## src/rtl/abu_pkg.sv

```systemverilog
// Package: shared constants for the address-match breakpoint unit.
// Assumes an 8-bit register data path; bit positions are fixed by the
// software-visible layout.
package abu_pkg;
    localparam int BYTE_W      = 8;
    localparam int EN_BIT      = 7;
    localparam int PEND_BIT    = 6;
    localparam int STOPF_BIT   = 1;

    // Register write decode, one strobe per action
    typedef struct packed {
        logic ctl_wr;
        logic bph_wr;
        logic bpl_wr;
        logic sys_wr;
    } abu_wsel_t;
endpackage

```

## src/rtl/abu_regs.sv

```systemverilog
// Register block: decodes the byte port, holds enable and breakpoint bytes,
// produces software set/clear strobes for the flags and the read mux.
// Assumes reg_addr is stable during the cycle a read is sampled.
module abu_regs #(
    parameter int          AW        = 16,
    parameter logic [15:0] CTL_ADDR  = 16'hFE0E,
    parameter logic [15:0] BPH_ADDR  = 16'hFE0C,
    parameter logic [15:0] BPL_ADDR  = 16'hFE0D,
    parameter logic [15:0] SYS_ADDR  = 16'hFE00
) (
    input  logic                       clk,
    input  logic                       rst_n,
    input  logic [15:0]                reg_addr,
    input  logic                       reg_wr,
    input  logic [abu_pkg::BYTE_W-1:0] reg_wdata,
    input  logic                       pend_q,
    input  logic                       stopf_q,
    output logic [abu_pkg::BYTE_W-1:0] reg_rdata,
    output logic                       en_q,
    output logic [AW-1:0]              bp_addr,
    output logic                       sw_pend_set,
    output logic                       sw_pend_clr,
    output logic                       sw_stop_clr
);
    import abu_pkg::*;
    localparam int HI_W = AW - BYTE_W;

    abu_wsel_t          wsel;
    logic [HI_W-1:0]    bph_q;
    logic [BYTE_W-1:0]  bpl_q;

    // Decode the write address into one strobe per register
    always_comb begin
        wsel.ctl_wr = reg_wr && (reg_addr == CTL_ADDR);
        wsel.bph_wr = reg_wr && (reg_addr == BPH_ADDR);
        wsel.bpl_wr = reg_wr && (reg_addr == BPL_ADDR);
        wsel.sys_wr = reg_wr && (reg_addr == SYS_ADDR);
    end

    // Enable bit and breakpoint bytes, written from the port
    always_ff @(posedge clk) begin
        if (!rst_n) begin
            en_q  <= 1'b0;
            bph_q <= '0;
            bpl_q <= '0;
        end else begin
            if (wsel.ctl_wr) en_q  <= reg_wdata[EN_BIT];
            if (wsel.bph_wr) bph_q <= reg_wdata[HI_W-1:0];
            if (wsel.bpl_wr) bpl_q <= reg_wdata;
        end
    end

    // Software-initiated flag actions
    always_comb begin
        sw_pend_set = wsel.ctl_wr &&  reg_wdata[PEND_BIT];
        sw_pend_clr = wsel.ctl_wr && !reg_wdata[PEND_BIT];
        sw_stop_clr = wsel.sys_wr && !reg_wdata[STOPF_BIT];
    end

    assign bp_addr = {bph_q, bpl_q};

    // Read mux: unimplemented bits and unmapped addresses return zero
    always_comb begin
        reg_rdata = '0;
        if (reg_addr == CTL_ADDR) begin
            reg_rdata[EN_BIT]   = en_q;
            reg_rdata[PEND_BIT] = pend_q;
        end else if (reg_addr == BPH_ADDR) begin
            reg_rdata[HI_W-1:0] = bph_q;
        end else if (reg_addr == BPL_ADDR) begin
            reg_rdata = bpl_q;
        end else if (reg_addr == SYS_ADDR) begin
            reg_rdata[STOPF_BIT] = stopf_q;
        end
    end


    bph_hold_chk: assert property (@(posedge clk) disable iff (!rst_n)
        !wsel.bph_wr |=> $stable(bph_q));

    bpl_hold_chk: assert property (@(posedge clk) disable iff (!rst_n)
        !wsel.bpl_wr |=> $stable(bpl_q));
endmodule

```

## src/rtl/abu_match.sv

```systemverilog
// Comparator: flags a hit when enabled and the bus address equals the
// breakpoint. Compares byte lanes separately so a one-lane match is visible.
// Assumes both addresses share width AW, a multiple of 8.
module abu_match #(
    parameter int AW = 16
) (
    input  logic [AW-1:0] cpu_addr,
    input  logic [AW-1:0] bp_addr,
    input  logic          en_q,
    output logic          hw_hit
);
    localparam int LANES = AW / 8;

    logic [LANES-1:0] lane_eq;

    // One equality compare per byte lane
    for (genvar g = 0; g < LANES; g++) begin : g_lane
        assign lane_eq[g] = (cpu_addr[g*8 +: 8] == bp_addr[g*8 +: 8]);
    end

    // Hit only on full-width equality while enabled
    always_comb hw_hit = en_q && (&lane_eq);
endmodule

```

## src/rtl/abu_flags.sv

```systemverilog
// Flag block: holds the break-pending flag and the sticky stop-break flag.
// Hardware set events win over same-cycle software clears.
module abu_flags (
    input  logic clk,
    input  logic rst_n,
    input  logic hw_hit,
    input  logic sw_pend_set,
    input  logic sw_pend_clr,
    input  logic sw_stop_clr,
    input  logic stop_in,
    output logic pend_q,
    output logic stopf_q
);
    logic stop_set;

    always_comb stop_set = stop_in && pend_q;

    // Break-pending flag: set by hit or software, cleared by software
    always_ff @(posedge clk) begin
        if (!rst_n)                       pend_q <= 1'b0;
        else if (hw_hit || sw_pend_set)   pend_q <= 1'b1;
        else if (sw_pend_clr)             pend_q <= 1'b0;
    end

    // Stop-break flag: records a pending break seen during stop
    always_ff @(posedge clk) begin
        if (!rst_n)           stopf_q <= 1'b0;
        else if (stop_set)    stopf_q <= 1'b1;
        else if (sw_stop_clr) stopf_q <= 1'b0;
    end


    hit_sets_pend_chk: assert property (@(posedge clk) disable iff (!rst_n)
        hw_hit |=> pend_q);

    pend_sticky_chk: assert property (@(posedge clk) disable iff (!rst_n)
        (pend_q && !sw_pend_clr) |=> pend_q);

    stop_rec_chk: assert property (@(posedge clk) disable iff (!rst_n)
        (stop_in && pend_q) |=> stopf_q);

    stopf_sticky_chk: assert property (@(posedge clk) disable iff (!rst_n)
        (stopf_q && !sw_stop_clr) |=> stopf_q);
endmodule

```

## src/rtl/addr_brk_unit.sv

```systemverilog
// Top: address-match breakpoint unit. Connects register port, comparator
// and flag logic; drives interrupt and stop-wake requests.
// Assumes one bus address per clock and a synchronous active-low reset.
module addr_brk_unit #(
    parameter int          AW        = 16,
    parameter logic [15:0] CTL_ADDR  = 16'hFE0E,
    parameter logic [15:0] BPH_ADDR  = 16'hFE0C,
    parameter logic [15:0] BPL_ADDR  = 16'hFE0D,
    parameter logic [15:0] SYS_ADDR  = 16'hFE00
) (
    input  logic          clk,
    input  logic          rst_n,
    input  logic [AW-1:0] cpu_addr,
    input  logic          stop_in,
    input  logic [15:0]   reg_addr,
    input  logic          reg_wr,
    input  logic [7:0]    reg_wdata,
    output logic [7:0]    reg_rdata,
    output logic          irq_o,
    output logic          wake_o
);
    logic          en_q, pend_q, stopf_q, hw_hit;
    logic          sw_pend_set, sw_pend_clr, sw_stop_clr;
    logic [AW-1:0] bp_addr;

    abu_regs #(
        .AW(AW), .CTL_ADDR(CTL_ADDR), .BPH_ADDR(BPH_ADDR),
        .BPL_ADDR(BPL_ADDR), .SYS_ADDR(SYS_ADDR)
    ) u_regs (
        .clk(clk), .rst_n(rst_n), .reg_addr(reg_addr), .reg_wr(reg_wr),
        .reg_wdata(reg_wdata), .pend_q(pend_q), .stopf_q(stopf_q),
        .reg_rdata(reg_rdata), .en_q(en_q), .bp_addr(bp_addr),
        .sw_pend_set(sw_pend_set), .sw_pend_clr(sw_pend_clr),
        .sw_stop_clr(sw_stop_clr)
    );

    abu_match #(.AW(AW)) u_match (
        .cpu_addr(cpu_addr), .bp_addr(bp_addr), .en_q(en_q), .hw_hit(hw_hit)
    );

    abu_flags u_flags (
        .clk(clk), .rst_n(rst_n), .hw_hit(hw_hit), .sw_pend_set(sw_pend_set),
        .sw_pend_clr(sw_pend_clr), .sw_stop_clr(sw_stop_clr),
        .stop_in(stop_in), .pend_q(pend_q), .stopf_q(stopf_q)
    );

    // Request outputs
    assign irq_o  = pend_q;
    assign wake_o = stop_in && pend_q;


    no_hit_disabled_chk: assert property (@(posedge clk) disable iff (!rst_n)
        (!en_q && !pend_q && !sw_pend_set) |=> !irq_o);
endmodule

```

## config.mk

```make
export PLATFORM = sky130hd
export DESIGN_NAME = addr_brk_unit
export DESIGN_NICKNAME = d
export VERILOG_FILES = /design/src/rtl/abu_pkg.sv /design/src/rtl/abu_regs.sv /design/src/rtl/abu_match.sv /design/src/rtl/abu_flags.sv /design/src/rtl/addr_brk_unit.sv
export SDC_FILE = /design/constraint.sdc
export NUM_CORES = 1
export LEC_CHECK = 0
export BUFFER_PORTS_ARGS = -buffer_cell sky130_fd_sc_hd__buf_2
export CAP_MARGIN = 5
export CORE_ASPECT_RATIO = 0.6
export CORE_MARGIN = 2
export CORE_UTILIZATION = 47
export CTS_CLUSTER_DIAMETER = 60
export CTS_CLUSTER_SIZE = 24
export DETAILED_ROUTE_END_ITERATION = 6
export PLACE_DENSITY = 0.79
export SETUP_SLACK_MARGIN = 0.1
export SYNTH_ARGS = -nofsm -noshare
export SYNTH_HDL_FRONTEND = slang
export SYNTH_HIERARCHICAL = 1
export SYNTH_SLANG_ARGS = --single-unit
```

## constraint.sdc

```tcl
create_clock -name clk -period 1.97 [get_ports clk]
set_clock_uncertainty 0.2 [all_clocks]
set_input_delay 0.0985 -clock clk [delete_from_list [all_inputs] [get_ports clk]]
set_output_delay 0.0985 -clock clk [all_outputs]
set_load 0.02 [all_outputs]
```

==> results of run 1 <==
==> metal layers <==
| layer | vias up | global-route usage |
|---|---|---|
| met5 | - | 0 |
| met4 | 0 | 0.113 |
| met3 | 23 | 0.0683 |
| met2 | 97 | 0.443 |
| met1 | 664 | 0.306 |
| li1 | 685 | - |
==> timing repair <==
item,CTS,global route
setup buffers,0,0
endpoints found under the hold margin,19,0
resized for setup,0,0
hold buffers,10,0
==> area by class of cell <==
type / instances / area, sq um / area share
well taps: 32 / 40.0 / 0.0232
inverters: 4 / 15.0 / 0.00868
multi-input cells: 119 / 846 / 0.489
repair buffers: 68 / 403 / 0.233
clock buffers: 4 / 45.0 / 0.0260
flip-flops and latches: 19 / 380 / 0.220
==> worst min-delay path, delay by kind of cell <==
family / cells / cell delay (ps)
AOI/OAI and AO/OA: 1 / 50
buffers and inverters: 1 / 130
and+or+nand+nor: 2 / 310
==> metrics by stage <==
stage | cell area [sq um] | util
after detailed placement | 1580 | 0.619
after global placement | 1580 | 0.619
after floorplan | 1280 | -
final | 1730 | 0.676
after CTS | 1730 | 0.676
after global routing | 1730 | 0.676
==> final timing paths <==
kind	cells after the start	endpoint	slack, ps	start
worst max-delay path	6	reg_rdata[0]	150	reg_addr[4]
worst min-delay path	4	u_regs/en_q	180	reg_addr[3]
worst max register to register	5	u_flags/pend_q	390	u_regs/bph_q[6]
worst min register to register	2	u_regs/bph_q[3]	310	u_regs/bph_q[3]
==> synth_stat cells, types with 2 or more instances <==
cell type  instances
dfxtp_1           19
a21oi_1           17
nand4b_1          16
o21ai_0           12
xnor2_1           12
mux2i_1            8
nor2_1             8
buf_2              5
clkbuf_1           5
nand2_1            5
nor3_1             5
o21ai_1            5
nand4_1            4
xor2_1             4
inv_1              3
a31oi_1            2
and2_1             2
nand2b_1           2
nor2b_1            2
or3_1              2
or4_1              2
==> cells by family (layout without fill, tap and decap cells) <==
family                 count (synthesis)  in the layout  synth area share
AO/OA/AOI/OAI                         39             39             0.160
multiplexers                           8              8            0.0623
flip-flops                            19             19             0.296
XOR/XNOR                              16             16             0.109
buffers and inverters                 14             76            0.0458
AND/OR/NAND/NOR                       56             56             0.327
==> power breakdown <==
group          switching, mW  internal (mW)  total, mW
Clock                  0.134          0.144      0.278
Combinational         0.0719         0.0746      0.146
Sequential        0.00000281          0.384      0.384
==> registers in the layout (all words and copies together), names as in the netlist <==
name	count
u_flags/pend_q	1
u_flags/stopf_q	1
u_regs/bph_q	8
u_regs/bpl_q	8
u_regs/en_q	1
==> run summary, run 1 <==
In the final layout, the share of cells above drive strength 1 is 0.304. A synthesized cell averages 8.45 sq um. Dividing the detail-routed wire length by the instance count gives 16.2 um. The most common cell after layout, fill and taps aside is buf_2.

The endpoint arrival time on the critical path is 1520 ps. The initial antenna violation count is 0. The detailed-route wire length on metal 1 came out at 1.52 mm.

The clock slew seen by the registers of the worst setup and hold paths came out at 70 ps. The layout overhead on the synthesized area came out at 34.6%. The count of port buffers added during placement came out at 53. The die height came out at 44.5 um. The top layer reached by signal wires is met4. The insertion delay of the later-clocked pin in the worst-skew pair is 260 ps.

The worst setup path is captured at a primary output. The effective utilization at floorplan came out at 0.502. The setup TNS came out at 0 ps. The half-perimeter wire length after placement came out at 2.83 mm. The delay contributed by the slowest stage of the critical path came out at 510 ps. The via count of the first global-routing pass came to 1324. The number of placement rows came out at 14. The top-level port count is 54.

The number of violations of the max-capacitance limit came out at 0. Among all flip-flop cells after synthesis, the most frequent one is dfxtp_1. The via total after detailed routing is 1469. The largest driver fanout on the critical path came out at 21. In this run the worst hold path is classified as input port to flop. Counting flops with an async set or reset pin after synthesis yields a share of 0.

The final-report hold violation count came out at 0. After detailed routing, the number of remaining DRC violations is 0. STA classifies the critical path startpoint as an input port. The deepest clock path buffer count is 2. The worst hold-check slack is 182 ps. The total of flip-flops plus latches after synthesis is 19.

The worst-margin pin slew is 507 ps. The first TritonRoute pass finished after 5 iterations. Counting flops with a built-in enable in the synthesized netlist gives 0.

The number of fillers in the final layout came out at 215. The critical path is of the input port to primary output type. The final critical-path setup slack came out at 148 ps. In the global route stage, overall resource usage came out at 0.257.

Traced cell by cell, the critical path runs through buf_2 -> nand4bb_1 -> or4_1 -> buf_4 -> nor2_1 -> buf_2. The run finished with clean final reports. The final period utilization is 0.925. TritonCTS built the clock tree. The x dimension of the die came out at 71.5 um. The count of pins over their slew limit came out at 0.

In the detailed route, the total length drawn on met2 is 1.93 mm. In the post-synthesis netlist, the biggest area contributors are dfxtp_1, nand4b_1, xnor2_1. The minimum clock period is 1820 ps. After detailed routing, the number of vias per cell comes to 5.97. The largest net degree at the start of global routing came out at 24. The number of levels the H-tree was split into is 1.

Setup violations remaining at the end of the flow were counted as 0. STA puts the critical path data required time at 1670 ps. The leakage dissipation came out at 0.683 nW. The most used cell along the critical path is buf_2. Total power for the finished layout comes to 0.808 mW. Yosys printed 6 warnings. The total met3 wirelength after detailed routing came out at 394 um. dfxtp_1 takes more of the synthesized area than any other cell.

The share of the synthesized area in the top cell type is 0.296. The number of distinct library cells after synthesis is 33. The violation count after the first detailed-routing iteration came out at 199. Leaving out fill and tap cells, the most frequent cells in the layout are buf_2, dfxtp_1, a21oi_1. The tree is rooted in a clkbuf_8. The gate count after technology mapping is 152. The number of clock sinks seen by CTS is 19. The slowest stage of the critical path belongs to the cell or4_1. The first-pass GRT wire length came out at 6.11 mm. The largest voltage drop on the vdd net came out at 272 uV. The synthesized netlist net count is 196.

The relative slew slack came out at 0.662. The share of the Yosys chip area taken by registers is 0.296. The area of the die is 3180 sq um.

The number of nets in the layout came out at 259. The count of non-filler cells in the finished layout came out at 246. The core region area came out at 2560 sq um. The global route total overflow came out at 0.

0 antenna diodes ended up in the layout. After synthesis the cells add up to 1280 sq um. The power per standard cell area is 467 nW/um^2. Broken down by cell family, the worst path's largest delay share belongs to simple AND/OR/NAND/NOR gates.

The overall routed net length is 4.00 mm. The congestion estimate from routability-driven global placement came to 0.850. The placement-stage worst setup slack came out at 162 ps. The number of placed instances, taps included is 232. The critical path contains buffers and inverters numbering 3 combined.

Based on the critical path, the design can be clocked at up to 549 MHz. Setup repair after global routing left no endpoint under its margin. The number of CTS-inserted buffers came out at 3. The number of antenna-violating nets in the routed design is 0.
(Power assumes the default switching activity.)
==> run 2: changes to the inputs <==
--- a/config.mk
+++ b/config.mk
@@ -7,7 +7,7 @@
 export LEC_CHECK = 0
 export BUFFER_PORTS_ARGS = -buffer_cell sky130_fd_sc_hd__buf_2
 export CAP_MARGIN = 5
-export CORE_ASPECT_RATIO = 0.6
+export CORE_ASPECT_RATIO = 0.9
 export CORE_MARGIN = 2
 export CORE_UTILIZATION = 47
 export CTS_CLUSTER_DIAMETER = 60
==> constraint.sdc (replaced) <==
create_clock -name clk -period 1.97 [get_ports clk]
set_clock_uncertainty 0.2 [all_clocks]
set_input_delay 0.0985 -clock clk [delete_from_list [all_inputs] [get_ports clk]]
set_output_delay 0.0985 -clock clk [all_outputs]
set_load 0.05 [all_outputs]
==> run 2 against run 1 <==
  * Maximum frequency rose by 1.7%
  * Design area rose by 1.2%
  * Sequential power barely moved
  * Combinational power barely moved
  * Die area fell by 0.41%
  * Critical path type unchanged
  * Via count fell by 4.9%
  * Non-clock buffer count rose by 2
  * Largest power group unchanged
  * Highest routed layer unchanged
  * Hold slack got worse by 100 ps
==> run summary, run 2 (synthesized netlist as in run 1, its figures left out) <==
The number of violations of the max-capacitance limit came out at 0 (unchanged). The final RePlAce weighted congestion came out at 0.767 (-9.8%). The relative slew slack is 0.633 (-0.0286). The fraction of power consumed by sequential logic is 0.519 (+0.044). The deepest clock path buffer count is 2 (unchanged). The flow ran to the end, and the final reports show no timing, DRC or antenna violations. The x dimension of the die is 59.1 um (-17%). The number of antenna-violating nets in the routed design came to 0 (unchanged). The internal portion of total power came out at 0.535 mW (-11%). The multi-input gate area in the final layout is 858 sq um (+1.5%). The switching power is 0.205 mW (-0.12%).

The number of clock sinks seen by CTS came out at 19 (unchanged). The initial antenna violation count is 0 (unchanged). The area of the die came out at 3170 sq um (-0.41%). The number of CTS-inserted buffers came out at 3 (unchanged). The cell area reported after detailed placement is 1610 sq um (+1.4%). The register area is 380 sq um (unchanged). The count of port buffers added during placement is 53 (unchanged). The via total after detailed routing came out at 1397 (-4.9%). The worst hold-check slack was 77.0 ps (-105 ps). The setup-violating endpoint count in the final report came out at 0 (unchanged). The part of the total power dissipated in combinational logic is 0.197 (+0.016). The via count of the first global-routing pass is 1385 (+4.6%). The endpoint arrival time on the critical path came out at 1490 ps (-30 ps). The first-pass GRT wire length is 6.16 mm (+0.90%).

The layout cell share with drive strength beyond 1 is 0.338 (+0.0342). The final routed wire length divided by cell count came to 15.9 um (-2.3%). The detail-routed via count per cell came to 5.73 (-4.1%). The number of levels the H-tree was split into came to 1 (unchanged). The effective utilization at floorplan came to 0.508 (+0.00522). The count of pins over their slew limit came out at 0 (unchanged). The final-report hold violation count was 0 (unchanged). The number of placement rows is 17 (+3). The DRC violation count after routing is 0 (unchanged). The fmax was 558 MHz (+1.7%). The core region area came out at 2530 sq um (-1.0%). The area growth from synthesis to layout is 36.2%. The clock share of power is 0.284 (-0.060). TritonCTS built the clock tree. The final period utilization came to 0.909 (-0.0152).

The worst-margin pin slew came out at 550 ps (+42.8 ps). In the layout the commonest cells are buf_2, dfxtp_1, a21oi_1. The largest driver fanout on the critical path is 21 (unchanged). The global route total overflow came out at 0 (unchanged). The iteration count of the initial detailed-routing pass came out at 4 (-1). The insertion delay of the later-clocked pin in the worst-skew pair came to 320 ps (+60 ps). The kind of critical path is input port to primary output. The power per standard cell area is 423 nW/um^2 (-9.4%). The post-route cell area was 1750 sq um (+1.2%). The type of element capturing the critical path is a primary output. The minimum clock period is 1790 ps (-30.0 ps). The most common cell after layout, fill and taps aside is buf_2. The die height was 53.6 um (+20%). The clock slew seen by the registers of the worst setup and hold paths came out at 120 ps (+50 ps). The number of nets in the layout is 261 (+0.77%). STA classifies the critical path startpoint as an input port. The min-delay analysis places its worst path in the category input port to flop. The total inserted antenna cells is 0 (unchanged). The number of fillers in the final layout is 213 (-0.93%). The total global-route track usage came out at 0.261 (+0.00487). The net switching share of the total power was 0.277 (+0.0228). The clock root buffer master is clkbuf_4. The top-level port count is 54 (unchanged).

Setup repair after global routing left no endpoint under its margin. The overall routed net length came out at 3.87 mm (-3.1%). The endpoint required time on the critical path is 1670 ps (about the same). The total chip power is 0.741 mW (-8.3%).

The leakage dissipation was 0.689 nW (+0.79%). In the final layout, the registers with the most flip-flops are u_regs/bph_q (8), u_regs/bpl_q (8). The largest net degree at the start of global routing came out at 24 (unchanged). The largest voltage drop on the vdd net came out at 306 uV (+13%). The half-perimeter wire length after placement was 2.76 mm (-2.5%). The violation count after the first detailed-routing iteration is 28 (-86%).

The core occupancy in the finished layout is 0.692 (+0.0154).
[run 2: worst paths after layout]
kind / slack, ps / cells past startpoint / startpoint / end
worst max-delay path: 180 / 6 / reg_addr[6] / reg_rdata[4]
worst min-delay path: 80 / 4 / reg_addr[3] / u_regs/en_q
worst max register to register: 310 / 5 / u_regs/bph_q[6] / u_flags/pend_q
worst min register to register: 300 / 2 / u_flags/stopf_q / u_flags/stopf_q
[run 2: power by group through the flow]
stage,logic (mW),registers (mW),clock network (mW)
global placement,0.123,0.393,0
finish,0.146,0.384,0.210
CTS,0.143,0.384,0.213
floorplan,0.0552,0.393,0
detailed placement,0.128,0.393,0
global route,0.157,0.384,0.223
[run 2: what timing repair did]
| action | in CTS | in global routing |
|---|---|---|
| endpoints found under the setup margin | 2 | 5 |
| setup buffers | 0 | 0 |
| hold buffers | 10 | 0 |
| endpoints found under the hold margin | 19 | 0 |
| cloned | 0 | 0 |
| gates resized for setup | 2 | 7 |
[run 2: final cells by class]
class	count	area share
Clock inverter	1	0.00286
Multi-Input combinational cell	119	0.490
Inverter	4	0.00858
Timing Repair Buffer	70	0.248
Clock buffer	3	0.0129
Sequential cell	19	0.217
Tap cell	28	0.0200
[run 2: worst max-delay path, stage by stage]
cell       delay [ps]
buf_2             100
nand4bb_4         240
or4_1             540
buf_6             190
nor2_2            120
buf_4             200
[run 2: per-stage QoR]
step	TNS [ps]	setup slack, ps	instances
after floorplan	-465	-233	152
after global placement	0	138	230
after detailed placement	0	95.6	230
after CTS	0	104	244
after global routing	0	119	244
final	0	178	244
[run 2: routing by layer]
metal	vias up	global-route usage	routed length, um
met2	42	0.513	2040
met1	659	0.281	1610
met3	7	0.0553	171
li1	689	-	-
met5	-	0	0
met4	0	0.0758	51
